### src/rtl/cmc_pkg.sv
package cmc_pkg;
  localparam int LVL_N  = 3;
  localparam int PRIV_W = 2;
  localparam int SEL_W  = 2;
  localparam int CFG_W  = 2;
  localparam int ME_BIT = 0;
  localparam int RE_BIT = 1;

  localparam int LVL_U = 0;
  localparam int LVL_S = 1;
  localparam int LVL_M = 2;

  localparam logic [PRIV_W-1:0] PRIV_U = 2'b00;
  localparam logic [PRIV_W-1:0] PRIV_S = 2'b01;
  localparam logic [PRIV_W-1:0] PRIV_M = 2'b11;

  localparam logic [SEL_W-1:0] SEL_MACH = 2'd0;
  localparam logic [SEL_W-1:0] SEL_SUP  = 2'd1;
  localparam logic [SEL_W-1:0] SEL_USR  = 2'd2;

  typedef enum logic [1:0] {
    MODE_LEGACY = 2'b00,
    MODE_TRANS  = 2'b01,
    MODE_CAP    = 2'b10
  } cmc_mode_e;

  // Reserved privilege encodings fall to the lowest level.
  function automatic logic [1:0] priv_to_lvl(input logic [PRIV_W-1:0] p);
    case (p)
      PRIV_M:  return 2'd2;
      PRIV_S:  return 2'd1;
      default: return 2'd0;
    endcase
  endfunction

  function automatic logic pick_lvl(input logic [LVL_N-1:0] v, input logic [1:0] lvl);
    case (lvl)
      2'd2:    return v[LVL_M];
      2'd1:    return v[LVL_S];
      default: return v[LVL_U];
    endcase
  endfunction

  // Register-enable dominates; a narrowed XLEN clears both bits.
  function automatic cmc_mode_e decode_mode(input logic me, input logic re, input logic narrow);
    if (narrow || !re) return MODE_LEGACY;
    if (me)            return MODE_CAP;
    return MODE_TRANS;
  endfunction
endpackage

### src/rtl/cmc_level_cfg.sv
module cmc_level_cfg
  import cmc_pkg::*;
#(
  parameter bit REG_EN_FIXED = 1'b0
) (
  input  logic             clk,
  input  logic             rst_n,
  input  logic             wr_en,
  input  logic [CFG_W-1:0] wdata,
  output logic             me_d,
  output logic             re_d,
  output logic             re_q
);
  logic me_q;

  assign me_d = wr_en ? wdata[ME_BIT] : me_q;

  always_ff @(posedge clk or negedge rst_n) begin
    if (!rst_n) me_q <= 1'b0;
    else        me_q <= me_d;
  end

  generate
    if (REG_EN_FIXED) begin : g_fixed
      logic unused_re_wr;
      assign unused_re_wr = wdata[RE_BIT];
      assign re_d = 1'b1;
      assign re_q = 1'b1;
    end else begin : g_flop
      logic re_r;
      assign re_d = wr_en ? wdata[RE_BIT] : re_r;
      always_ff @(posedge clk or negedge rst_n) begin
        if (!rst_n) re_r <= 1'b0;
        else        re_r <= re_d;
      end
      assign re_q = re_r;
    end
  endgenerate
endmodule

### src/rtl/cmc_wr_decode.sv
module cmc_wr_decode
  import cmc_pkg::*;
(
  input  logic [PRIV_W-1:0] priv,
  input  logic              we,
  input  logic [SEL_W-1:0]  sel,
  output logic [LVL_N-1:0]  lvl_we
);
  logic at_m;
  logic at_s_or_m;

  assign at_m      = (priv == PRIV_M);
  assign at_s_or_m = (priv == PRIV_M) || (priv == PRIV_S);

  always_comb begin
    lvl_we = '0;
    if (we) begin
      case (sel)
        SEL_MACH: lvl_we[LVL_M] = at_m;
        SEL_SUP:  lvl_we[LVL_S] = at_m;
        SEL_USR:  lvl_we[LVL_U] = at_s_or_m;
        default:  lvl_we = '0;
      endcase
    end
  end
endmodule

### src/rtl/cmc_access_gate.sv
module cmc_access_gate
  import cmc_pkg::*;
(
  input  logic [PRIV_W-1:0] priv,
  input  logic              narrow,
  input  logic [LVL_N-1:0]  re_q,
  input  logic              cap_insn,
  input  logic              cap_csr,
  output logic              illegal
);
  logic cur_re;

  assign cur_re  = pick_lvl(re_q, priv_to_lvl(priv)) && !narrow;
  assign illegal = (cap_insn || cap_csr) && !cur_re;
endmodule

### src/rtl/cmc_mode_track.sv
module cmc_mode_track
  import cmc_pkg::*;
(
  input  logic              clk,
  input  logic              rst_n,
  input  logic [PRIV_W-1:0] priv,
  input  logic              narrow,
  input  logic [LVL_N-1:0]  me_d,
  input  logic [LVL_N-1:0]  re_d,
  output logic [1:0]        mode
);
  cmc_mode_e mode_q;
  cmc_mode_e mode_n;
  logic [1:0] lvl;

  assign lvl    = priv_to_lvl(priv);
  assign mode_n = decode_mode(pick_lvl(me_d, lvl), pick_lvl(re_d, lvl), narrow);

  always_ff @(posedge clk or negedge rst_n) begin
    if (!rst_n) mode_q <= MODE_LEGACY;
    else        mode_q <= mode_n;
  end

  assign mode = mode_q;
endmodule

### src/rtl/cap_mode_ctrl.sv
module cap_mode_ctrl
  import cmc_pkg::*;
(
  input  logic       clk,
  input  logic       rst_n,
  input  logic [1:0] priv_i,
  input  logic       xlen_narrow_i,
  input  logic       csr_we_i,
  input  logic [1:0] csr_sel_i,
  input  logic [1:0] csr_wdata_i,
  input  logic       cap_insn_i,
  input  logic       cap_csr_i,
  output logic [1:0] mode_o,
  output logic       illegal_o
);
  logic [LVL_N-1:0] lvl_we;
  logic [LVL_N-1:0] me_d_vec;
  logic [LVL_N-1:0] re_d_vec;
  logic [LVL_N-1:0] re_q_vec;

  cmc_wr_decode u_wr (
    .priv   (priv_i),
    .we     (csr_we_i),
    .sel    (csr_sel_i),
    .lvl_we (lvl_we)
  );

  for (genvar l = 0; l < LVL_N; l++) begin : g_lvl
    cmc_level_cfg #(.REG_EN_FIXED(l == LVL_M)) u_cfg (
      .clk   (clk),
      .rst_n (rst_n),
      .wr_en (lvl_we[l]),
      .wdata (csr_wdata_i),
      .me_d  (me_d_vec[l]),
      .re_d  (re_d_vec[l]),
      .re_q  (re_q_vec[l])
    );
  end

  cmc_access_gate u_gate (
    .priv     (priv_i),
    .narrow   (xlen_narrow_i),
    .re_q     (re_q_vec),
    .cap_insn (cap_insn_i),
    .cap_csr  (cap_csr_i),
    .illegal  (illegal_o)
  );

  cmc_mode_track u_mode (
    .clk    (clk),
    .rst_n  (rst_n),
    .priv   (priv_i),
    .narrow (xlen_narrow_i),
    .me_d   (me_d_vec),
    .re_d   (re_d_vec),
    .mode   (mode_o)
  );
endmodule

### config.mk
export PLATFORM = sky130hd
export DESIGN_NAME = cap_mode_ctrl
export DESIGN_NICKNAME = d
export VERILOG_FILES = /design/src/rtl/cmc_pkg.sv /design/src/rtl/cmc_level_cfg.sv /design/src/rtl/cmc_wr_decode.sv /design/src/rtl/cmc_access_gate.sv /design/src/rtl/cmc_mode_track.sv /design/src/rtl/cap_mode_ctrl.sv
export SDC_FILE = /design/constraint.sdc
export NUM_CORES = 1
export LEC_CHECK = 0
export BUFFER_PORTS_ARGS = -buffer_cell sky130_fd_sc_hd__buf_2
export CORE_AREA = 2 2 39 41
export DETAILED_ROUTE_END_ITERATION = 12
export DIE_AREA = 0 0 41 43
export PLACE_DENSITY = 0.58
export SYNTH_ARGS = -nofsm -noshare
export SYNTH_HDL_FRONTEND = slang
export SYNTH_SLANG_ARGS = --single-unit
### constraint.sdc
create_clock -name clk -period 1.35 [get_ports clk]
set_input_delay 0.27 -clock clk [delete_from_list [all_inputs] [get_ports clk]]
set_output_delay 0.27 -clock clk [all_outputs]
set_load 0.03 [all_outputs]
* Word-level counts from Yosys, hierarchy flattened
Cells that the tools add are included.
Cells by class: $add $sub $neg 0, $mul 0, div/mod/pow operators 0, $lt $le $gt $ge 0, eq/ne operators 6, shift operators 0, mux-type cells 20, bitwise gates (word level) 0, reduce and logical (&&, ||, !) cells 9
Operator list (count):
- 2-to-1 mux 1 bit | 11
- 2-to-1 mux 2 bit | 4
- equality test 2 x 1 -> 1 bit, second input constant | 3
- equality test 2 bit, second input constant | 3
- one-hot mux 1 bit (2 select lines) | 3
- one-hot mux 2 bit (2 select lines) | 1
- logical NOT 1 bit | 3
- logical OR 1 bit | 3
- 2-to-1 mux 3 bit | 1
- logical AND 1 bit | 2
- logical NOT 2 bit | 1
Word-level totals: flip-flop bits (word level) 7, latch bits 0, memory bits (writable) 0, ROM bits 0, output and inout bits 3, logic and storage cells 41, memories kept 0

* Depth between registers and ports, before layout
Gate-level depths: netlist of run 1.
word-level depth 12, depth in mapped cells 4, depth with buffers taken out 4

* Hierarchy
Synthesis of run 1 repeated with hierarchy kept, for this count alone.
Second synthesis, totals: cell total of the unflattened synthesis 32, area, all modules 371.6 um^2
By module, submodules not included:
- cmc_level_cfg at g_lvl[0].u_cfg ... | instances 2, cells each 4, area an instance 72.6 um^2, seq. area each 50.0 um^2
- cmc_mode_track | instances 1, cells each 10, area an instance 101.3 um^2, seq. area each 50.0 um^2
- cmc_level_cfg at g_lvl[2].u_cfg | instances 1, cells each 5, area an instance 58.8 um^2, seq. area each 25.0 um^2
- cmc_wr_decode | instances 1, cells each 4, area an instance 37.5 um^2, seq. area each 0.0 um^2
- cmc_access_gate | instances 1, cells each 5, area an instance 28.8 um^2, seq. area each 0.0 um^2

* Worst setup path before layout of run 1
Ideal clock, no wire load.
path kind reg-to-output, start register g_lvl[1].u_cfg.g_flop.re_r, end output port illegal_o, data arrival time 897 ps, data required time 1080 ps, path slack 183 ps, cell stages (with the launch flop) 4, buffers on the path 0, cell sequence dfrtp_1 > nor2_1 > a211o_2 > o21a_1
Between the ends: cells in the longest elaborated chain, start to end 4
Ends and longest elaborated chain:
- start: declaration | RTL line cmc_level_cfg.sv:30 | logic re_r;
- start signal: assignment | RTL line cmc_level_cfg.sv:34 | else re_r <= re_d;
- one-hot mux 1 bit (2 select lines) | RTL line cmc_pkg.sv:37 | case (lvl)
- logical AND 1 bit | RTL line cmc_access_gate.sv:13 | assign cur_re = pick_lvl(re_q, priv_to_lvl(priv)) && !narrow;
- logical NOT 1 bit | RTL line cmc_access_gate.sv:14 | assign illegal = (cap_insn || cap_csr) && !cur_re;
- logical AND 1 bit | RTL line cmc_access_gate.sv:14
- end: declaration | RTL line cap_mode_ctrl.sv:14 | output logic illegal_o
No other way between the ends.

* Worst setup path in the final report of run 1
Ends and elaborated chain as after synthesis.

==> results of run 1 <==
## cells by family after synthesis
logic type	Yosys count	synth area share (%)
flops	7	49.3
compound gates	4	8.80
buf+inv	1	1.06
mux	5	15.8
simple gates	12	25.0
## synthesized netlist by cell type (all sizes together)
cell,count
dfrtp,7
mux2,5
nor2,4
a211o,1
and3b,1
inv,1
nand2,1
nand3,1
nand4b,1
nor2b,1
nor3b,1
nor4b,1
nor4bb,1
o21a,1
o21ai,1
o32ai,1
## power breakdown
part	switching, uW	total (uW)	internal (uW)
sequential	17.4	268	251
clock	66.3	178	112
combinational	70.9	145	74.0
total	155	592	437
## worst max-delay path, delay by kind of cell, from the launching register on
family	cells	cell delay, ps
compound gates	2	410
simple gates	1	40
flops	1	340
buf+inv	1	130
## final cells by class
class                   instances  area share, %
clock buffers                   4           5.07
inverters                       1          0.725
multi-input cells              21           34.1
flip-flops and latches          7           33.8
well taps                      16           3.86
repair buffers                 19           22.5
## routing by layer
layer / part of all wire, % / up-vias / track usage (%)
met1: 40 / 144 / 13.7
met2: 51 / 11 / 18.4
met3: 8.5 / 0 / 1.57
met4: 0 / 0 / 10.0
li1: - / 155 / -
met5: 0 / - / 0
## registers in the layout (all words and copies together) (netlist names)
register / flops
g_lvl.u_cfg.me_q: 3
u_mode.mode: 2
g_lvl.u_cfg.re_q: 2
## per-stage QoR
step | cell area, um2 | std cells | total power (uW) | hold WS (ps) | setup WS (ps)
after CTS | 518 | 68 | 609 | 253 | -126
final | 518 | 68 | 592 | 259 | -92.7
after global routing | 518 | 68 | 644 | 260 | -164
after floorplan | 355 | 29 | 347 | -25.6 | 183
after detailed placement | 468 | 62 | 408 | 108 | -27.7
after global placement | 468 | 62 | 402 | 106 | -8.54
## how the worst max path moves through the flow
| stage | endpoint | cells past startpoint |
|---|---|---|
| floorplan | illegal_o | 3 |
| global placement | g_lvl[2].u_cfg.me_q | 4 |
| detailed placement | u_mode.mode[1] | 5 |
| CTS | illegal_o | 4 |
| global route | illegal_o | 4 |
| finish | illegal_o | 4 |
## timing repair
| item | CTS | global route |
|---|---|---|
| pin swaps | 1 | 2 |
| resized for setup | 2 | 0 |
| buffers inserted | 1 | 0 |
| endpoints found under the setup margin | 1 | 1 |
| hold endpoints to repair | 7 | 0 |
| hold buffers | 1 | 0 |
==> out/results.tsv, run 1 <==
metric	value	unit
worst_pin_slew	354	ps
dr.pass1.iters	2	
grt_pass1_vias	355	
seq_area_frac_synth	49.3	%
setup.worst_path.class	reg2out	
io-pin-count	15	
tns	-92.7	ps
hp-start	csr_wdata_i[1]	
clock_sinks	7	
h-tree-depth	1	
final_common_cell	buf_2	
netlist_top_cells_area	dfrtp_1 49%, mux2_1 16%, nor4bb_4 7.0%	
clkTransAtPathRegs	50	ps
nNetsFinal	65	
port_buffers	14	
clock_latency	240	ps
failed_checks	negative setup slack	
max_stage_delay	340	ps
regToRegSetupSlack	340	ps
start_util	25.7	%
synth_area	355	um2
ant_nets	0	
status	complete, but fails checks	
grt_max_degree	8	
drc	0	
gp_congestion	0.643	
seq_area	175	um2
row_count	14	
synthToLayoutAreaGrowth	45.8	%
hold_viol_final	0	
coreArea	0.00138	mm2
cp_data_arrival_time	1170	ps
cts_tree	done	
peakVddDrop	473	uV
clockBufferDepth	2	
hold_end	g_lvl[0].u_cfg.re_q	
path_max_fanout	2	
fmax	693	MHz
finalClockSkew	2.62	ps
initialDrtViolationCount	5	
cp-start-kind	flip-flop	
grt.overflow.total	0	
setup_slack	-92.7	ps
fillers	147	
required	1080	ps
avgSynthCellArea	12.3	um2
cap_violations	0	
grt_usage	12.0	%
rsz0062_at_grt	yes	
viasPerCell	4.56	
startpoint	g_lvl[1].u_cfg.re_q	
post-route-util	37.4	%
p_leak	0.000257	uW
final_cell_mix	13 x buf_2, 7 x dfrtp_1, 5 x mux2_1	
multi_input_area	176	um2
worst_r2r_path_depth	3	
hold_class	in2reg	
drive_above_1_share	44.2	%
die_w	41	um
drt_wl_total	741	um
grt_pass1_wl	1380	um
finalSetupViolations	1	
rr_startpoint	g_lvl[2].u_cfg.me_q	
r2r_end	u_mode.mode[1]	
wl_per_cell	10.9	um
antenna_found_initial	0	
syn-num-nets	41	
ys_types	16	
yosysWarnings	0	
powerDensity	1140	mW/mm2
die-area	0.00176	mm2
root_buffer	clkbuf_4	
n_antenna_cell	0	
min_path_cells	2	
synth_top_cell_by_area	dfrtp_1	
synth_cells	29	
max-slew-margin-rel	76.3	%
period_share	107	%
path_cells	nor2_1 -> a211o_2 -> o21a_1 -> buf_6	
post-route-min-period	1440	ps
synth.top_cell.area_share	49.3	%
slew_viol_final	0	
vias	310	
ys_ff_latch	7	
slowest_stage	dfrtp_1	
cts_buffers	3	
endpoint_kind	output port	
fp.dieH	43	um
Power figures use the tool's default switching activity.
==> run 2: changes to the inputs <==
ABC_AREA = 1   (was unset)
PLACE_DENSITY = 0.6   (was 0.58)
==> run 2 against run 1 <==
Effect of this change: the run still ends with negative setup slack left; clock skew about the same; die area unchanged; fmax increased by 1.9%; first-iteration DRC count unchanged; highest routed layer is now met4; final cell count increased by 26%; via count increased by 15%; setup slack improved by 26 ps; clock power increased by 13%; largest cell class is now registers; utilization increased by 0.54 points; largest power group unchanged; total power increased by 1.9%; sequential share of layout area decreased by 0.48 points.
==> out/results.tsv, run 2 <==
metric	value	unit	change
synth_area	382	um2	+7.4%
grt.overflow.total	0		unchanged
swShare	30.5	%	+4.4 points
post-route-util	38.0	%	+0.54 points
synth_edf_count	0		unchanged
io-pin-count	15		unchanged
synth_flop_cell	dfrtp_1		
clock_sinks	7		unchanged
internal_power	419	uW	-4.1%
max-slew-margin-rel	87.5	%	+11 points
cpMostUsedCell	nor2_1		
finalClockSkew	2.27	ps	-0.356 ps
r2r_end	u_mode.mode[1]		
grt_pass1_vias	314		-12%
synth_most_common_cell	inv_1		
hpwl	659	um	
setup_slack	-66.2	ps	+26.4 ps
syn-num-nets	61		+49%
largest-register	g_lvl.u_cfg.me_q		
netlist_top_cells_area	dfrtp_1 46%, inv_1 11%, nand2_1 6.9%		
cap_violations	0		unchanged
vias	355		+15%
p_leak	0.000305	uW	+19%
setup.worst_path.class	reg2out		
fmax	706	MHz	+1.9%
seq_area_frac_synth	45.9	%	-3.4 points
peakVddDrop	320	uV	-32%
path_max_fanout	2		unchanged
largest_register_ffs	3		unchanged
cp_data_arrival_time	1150	ps	-20 ps
pwr-share-clk	33.4	%	+3.2 points
slew_viol_final	0		unchanged
holdWs	262	ps	+3.43 ps
hold_end	u_mode.mode[0]		
endpoint_kind	output port		
root_buffer	clkbuf_4		
antenna_found_initial	0		unchanged
ys_ff_latch	7		unchanged
max_stage_delay	370	ps	+30 ps
rr_startpoint	g_lvl[0].u_cfg.re_q		
sequentialPowerShare	43.2	%	-2.2 points
drt_wl_total	793	um	+7.0%
die_w	41	um	unchanged
synthToLayoutAreaGrowth	37.7	%	
die-area	0.00176	mm2	unchanged
cp_num_cells	6		+2
initialDrtViolationCount	5		unchanged
grt_max_degree	8		unchanged
gp_congestion	0.688		+7.0%
critPathBufInv	2		+1
min_path_cells	4		+2
total_power	603	uW	+1.9%
worst_r2r_path_depth	6		+3
ant_nets	0		unchanged
combPwrFrac	23.4	%	-1.1 points
cts_tree	done		
path_cells	nor2_1 -> nor2_1 -> o21ai_2 -> inv_1 -> nor2_1 -> buf_4		
required	1080	ps	about the same
synth.top_cell.area_share	45.9	%	-3.4 points
clockBufferDepth	2		unchanged
h-tree-depth	1		unchanged
post-route-min-period	1420	ps	-26.4 ps
row_count	14		unchanged
worst_pin_slew	185	ps	-169 ps
viasPerCell	4.13		-9.5%
wl_per_cell	9.22	um	-15%
failed_checks	negative setup slack		
cp-start-kind	flip-flop		
synthArstFlopShare	100	%	unchanged
synth_cells	49		+69%
cts_buffers	3		unchanged
final_common_cell	buf_2		
finalSetupViolations	1		unchanged
ys_types	12		-4
n_antenna_cell	0		unchanged
power_switching	184	uW	+19%
clock_latency	260	ps	+20 ps
drc	0		unchanged
yosys-top-cells-count	11 x inv_1, 7 x dfrtp_1, 7 x nand2_1, 7 x nor2_1, 5 x nand3_1		
final_cell_mix	13 x buf_2, 11 x inv_1, 7 x nand2_1, 7 x nor2_1, 7 x dfrtp_1		
slowest_stage	dfrtp_1		
yosysWarnings	0		unchanged
layout.cells.non_filler	86		+26%
grt_pass1_wl	1240	um	-10%
port_buffers	14		unchanged
dp_cells	81		+31%
synth_top_cell_by_area	dfrtp_1		
status	complete, but fails checks		
clkTransAtPathRegs	60	ps	about the same
powerDensity	1150	mW/mm2	+0.46%
cp_top_family	flip-flops		
hold_viol_final	0		unchanged
drive_above_1_share	38.6	%	-5.7 points
regToRegSetupSlack	520	ps	+180 ps
nNetsFinal	83		+28%
fp.dieH	43	um	unchanged
avgSynthCellArea	7.79	um2	-36%
dr.pass1.iters	4		+2
period_share	105	%	-2.0 points
coreArea	0.00138	mm2	unchanged
start_util	27.6	%	+1.9 points
grt_usage	11.4	%	-0.58 points
hp-start	xlen_narrow_i		
rsz0062_at_grt	yes		
hold_class	in2reg		
## run 2: cell count changes in the layout (fill, tap and decap cells not counted), moves of 2 or more
cell	previous run	this run
nand3_1	1	5
mux2_1	5	0
nand2_1	1	7
nor2_1	4	7
o21ai_0	1	3
nand2_2	0	3
nand3_2	0	2
inv_1	1	11
## run 2: logic make-up (layout without fill, tap and decap cells)
family          Yosys count  in the layout  synth area share (%)
flops                     7              7                  45.9
compound gates            4              4                  6.23
buf+inv                  11             32                  10.8
simple gates             27             27                  37.1
## run 2: what timing repair did
action / in CTS / in global routing
cloned: 0 / 0
hold buffers: 1 / 0
endpoints found under the setup margin: 1 / 1
setup buffers: 0 / 0
hold endpoints to repair: 7 / 0
gates resized for setup: 1 / 0
## run 2: layout make-up
class / count / area (um2)
fillers: 149 / 858
repair buffers: 17 / 97.6
flip-flops and latches: 7 / 175
clock buffers: 4 / 26.3
well taps: 16 / 20.0
inverters: 11 / 41.3
multi-input cells: 31 / 165
## run 2: metal layers
layer	global-route usage (%)	wire, um	part of all wire [%]
met1	11.8	309	39
met2	16.6	445	56
met3	4.71	23	2.9
met4	10.0	15	1.9
met5	0	0	0
## run 2: how the worst max path moves through the flow
stage,start,slack (ps),to
floorplan,priv_i[0],8,illegal_o
global placement,priv_i[0],40,illegal_o
detailed placement,priv_i[0],10,illegal_o
CTS,g_lvl[0].u_cfg.re_q,-80,illegal_o
global route,g_lvl[0].u_cfg.re_q,-180,illegal_o
finish,g_lvl[0].u_cfg.re_q,-70,illegal_o
## run 2: per-stage QoR
step                worst slack [ps]  setup TNS, ps  area (um2)
floorplan                       8.21              0         382
global placement                35.4              0         487
detailed placement              14.5              0         487
CTS                            -78.8          -78.8         526
global route                    -182           -182         526
finish                         -66.2          -66.2         526
## run 2: worst min-delay path, delay by kind of cell
family	cells	cell delay, ps
and+or+nand+nor	2	80
AOI/OAI and AO/OA	1	50
buffers and inverters	1	80
## run 2: power groups by stage
stage	Clock [uW]	Sequential, uW	Combinational (uW)
5_1_grt	225	266	162
4_1_cts	211	262	144
6_report	202	260	141
2_1_floorplan	0	272	79.9
3_5_place_dp	0	265	140
3_3_place_gp	0	262	136
==> run 3: changes to the inputs <==
CORE_AREA = 10 10 47 49   (was 2 2 39 41)
DIE_AREA = 0 0 57 59   (was 0 0 41 43)
==> run 3 against run 2 <==
Effect of this change: utilization shrank 0.47 points; combinational power is essentially flat; the run still ends with negative setup slack left; sequential power hardly changed; via count grew 2.5%; final cell count stayed put; setup slack gained 3.8 ps.
==> out/results.tsv, run 3 (synthesized netlist as in run 2, its figures left out) <==
metric	value	unit	change
status	complete, but fails checks		
failed_checks	negative setup slack		
fmax	708	MHz	+0.27%
io-pin-count	15		unchanged
hold_end	u_mode.mode[0]		
internal_power	419	uW	about the same
cts_buffers	3		unchanged
cpMostUsedCell	nor2_1		
port_buffers	14		unchanged
drt_wl_total	876	um	+10%
wl_per_cell	10.2	um	+10%
setup_slack	-62.4	ps	+3.80 ps
finish.instance_area	526	um2	unchanged
dr.pass1.iters	4		unchanged
endpoint_kind	output port		
dp_cells	81		unchanged
path_cells	nor2_1 -> nor2_1 -> o21ai_2 -> inv_1 -> nor2_1 -> buf_4		
die_w	57	um	+39%
grt_max_degree	8		unchanged
max_stage_delay	370	ps	about the same
sequentialPowerShare	43.7	%	+0.5 points
slowest_stage	dfrtp_1		
clock_sinks	7		unchanged
r2r_end	u_mode.mode[1]		
period_share	105	%	-0.28 points
post-route-min-period	1410	ps	-3.80 ps
viasPerCell	4.23		+2.5%
regToRegSetupSlack	520	ps	about the same
placed_area	487	um2	unchanged
slew_viol_final	0		unchanged
n_antenna_cell	0		unchanged
h-tree-depth	1		unchanged
cp_data_arrival_time	1140	ps	about the same
vias	364		+2.5%
rr_startpoint	g_lvl[0].u_cfg.re_q		
row_count	14		unchanged
largest-register	g_lvl.u_cfg.me_q		
worst_pin_slew	186	ps	+0.785 ps
antenna_found_initial	0		unchanged
root_buffer	clkbuf_4		
swShare	29.2	%	-1.3 points
hold_viol_final	0		unchanged
rsz0062_at_grt	yes		
setup.worst_path.class	reg2out		
grt_usage	6.01	%	-5.4 points
cp_top_family	flip-flops		
hold_class	in2reg		
powerDensity	1130	mW/mm2	-1.9%
cts_tree	done		
min_path_cells	4		unchanged
pwr-share-clk	32.4	%	-1.0 points
p_leak	0.000305	uW	unchanged
hpwl	726	um	+10%
largest_register_ffs	3		unchanged
required	1080	ps	about the same
final_cell_mix	13 x buf_2, 11 x inv_1, 7 x nand2_1, 7 x nor2_1, 7 x dfrtp_1		
gp_congestion	0.714		+3.8%
power_switching	173	uW	-5.9%
nNetsFinal	83		unchanged
path_max_fanout	2		unchanged
clock_latency	260	ps	about the same
grt_pass1_vias	338		+7.6%
clockBufferDepth	2		unchanged
ant_nets	0		unchanged
layout.cells.non_filler	86		unchanged
grt_pass1_wl	1480	um	+19%
hp-start	xlen_narrow_i		
worst_r2r_path_depth	6		unchanged
cp_num_cells	6		unchanged
combPwrFrac	23.9	%	+0.5 points
start_util	27.2	%	-0.34 points
critPathBufInv	2		unchanged
initialDrtViolationCount	8		+3
coreArea	0.00140	mm2	+1.3%
finalClockSkew	1.71	ps	-0.559 ps
drive_above_1_share	38.6	%	unchanged
die-area	0.00336	mm2	+91%
grt.overflow.total	0		unchanged
drc	0		unchanged
cp-start-kind	flip-flop		
finalSetupViolations	1		unchanged
clkTransAtPathRegs	50	ps	about the same
max-slew-margin-rel	87.6	%	about the same
peakVddDrop	335	uV	+4.6%
cap_violations	0		unchanged
synthToLayoutAreaGrowth	37.7	%	unchanged
fp.dieH	59	um	+37%
final_common_cell	buf_2		
==> run 3: cell counts in the layout (fill, tap and decap cells not counted) <==
Identical to the previous run, type by type.
==> run 3: worst max-delay path by stage <==
stage / start / to / slack [ps]
floorplan: priv_i[0] / illegal_o / 8
global placement: priv_i[0] / illegal_o / 8
detailed placement: priv_i[0] / illegal_o / 20
CTS: g_lvl[0].u_cfg.re_q / illegal_o / -60
global route: g_lvl[0].u_cfg.re_q / illegal_o / -190
finish: g_lvl[0].u_cfg.re_q / illegal_o / -60
==> run 3: area by class of cell <==
class,instances,area (um2)
multi-input cells,31,165
clock buffers,4,26.3
well taps,16,20.0
inverters,11,41.3
fillers,154,876
flip-flops and latches,7,175
repair buffers,17,97.6
==> run 3: worst reg2reg max path, delay by kind of cell, from the launching register on <==
kind                   cells  cell delay [ps]
AOI/OAI and AO/OA          1               60
buffers and inverters      2              100
DFF                        1              370
and+or+nand+nor            3              190
==> run 3: layer usage <==
layer / global-route usage [%] / vias to the layer above / wire length [um]
li1: - / 190 / -
met1: 4.84 / 158 / 337
met2: 9.46 / 12 / 445
met3: 4.08 / 4 / 57
met4: 6.04 / 0 / 36
met5: 0 / - / 0
==> run 3: timing repair <==
action	CTS	global route
gates resized for setup	1	0
buffers inserted	0	0
endpoints found under the setup margin	1	1
hold buffers	1	0
pin swaps	0	0
endpoints found under the hold margin	7	0
==> run 3: power by group through the flow <==
stage / logic [uW] / clock network [uW] / registers (uW)
floorplan: 79.9 / 0 / 272
global placement: 136 / 0 / 263
detailed placement: 139 / 0 / 262
CTS: 144 / 202 / 259
global route: 162 / 217 / 260
finish: 141 / 192 / 259
==> run 3: per-stage QoR <==
| stage | util [%] | total power, uW | setup WS [ps] | hold WS (ps) | setup TNS, ps |
|---|---|---|---|---|---|
| finish | 37.5 | 592 | -62.4 | 264 | -62.4 |
| global route | 37.5 | 639 | -189 | 296 | -189 |
| CTS | 37.5 | 605 | -60.7 | 262 | -60.7 |
| detailed placement | 34.7 | 402 | 15.8 | 114 | 0 |
| global placement | 34.7 | 399 | 7.84 | 112 | 0 |
| floorplan | - | 351 | 8.21 | -25.6 | 0 |
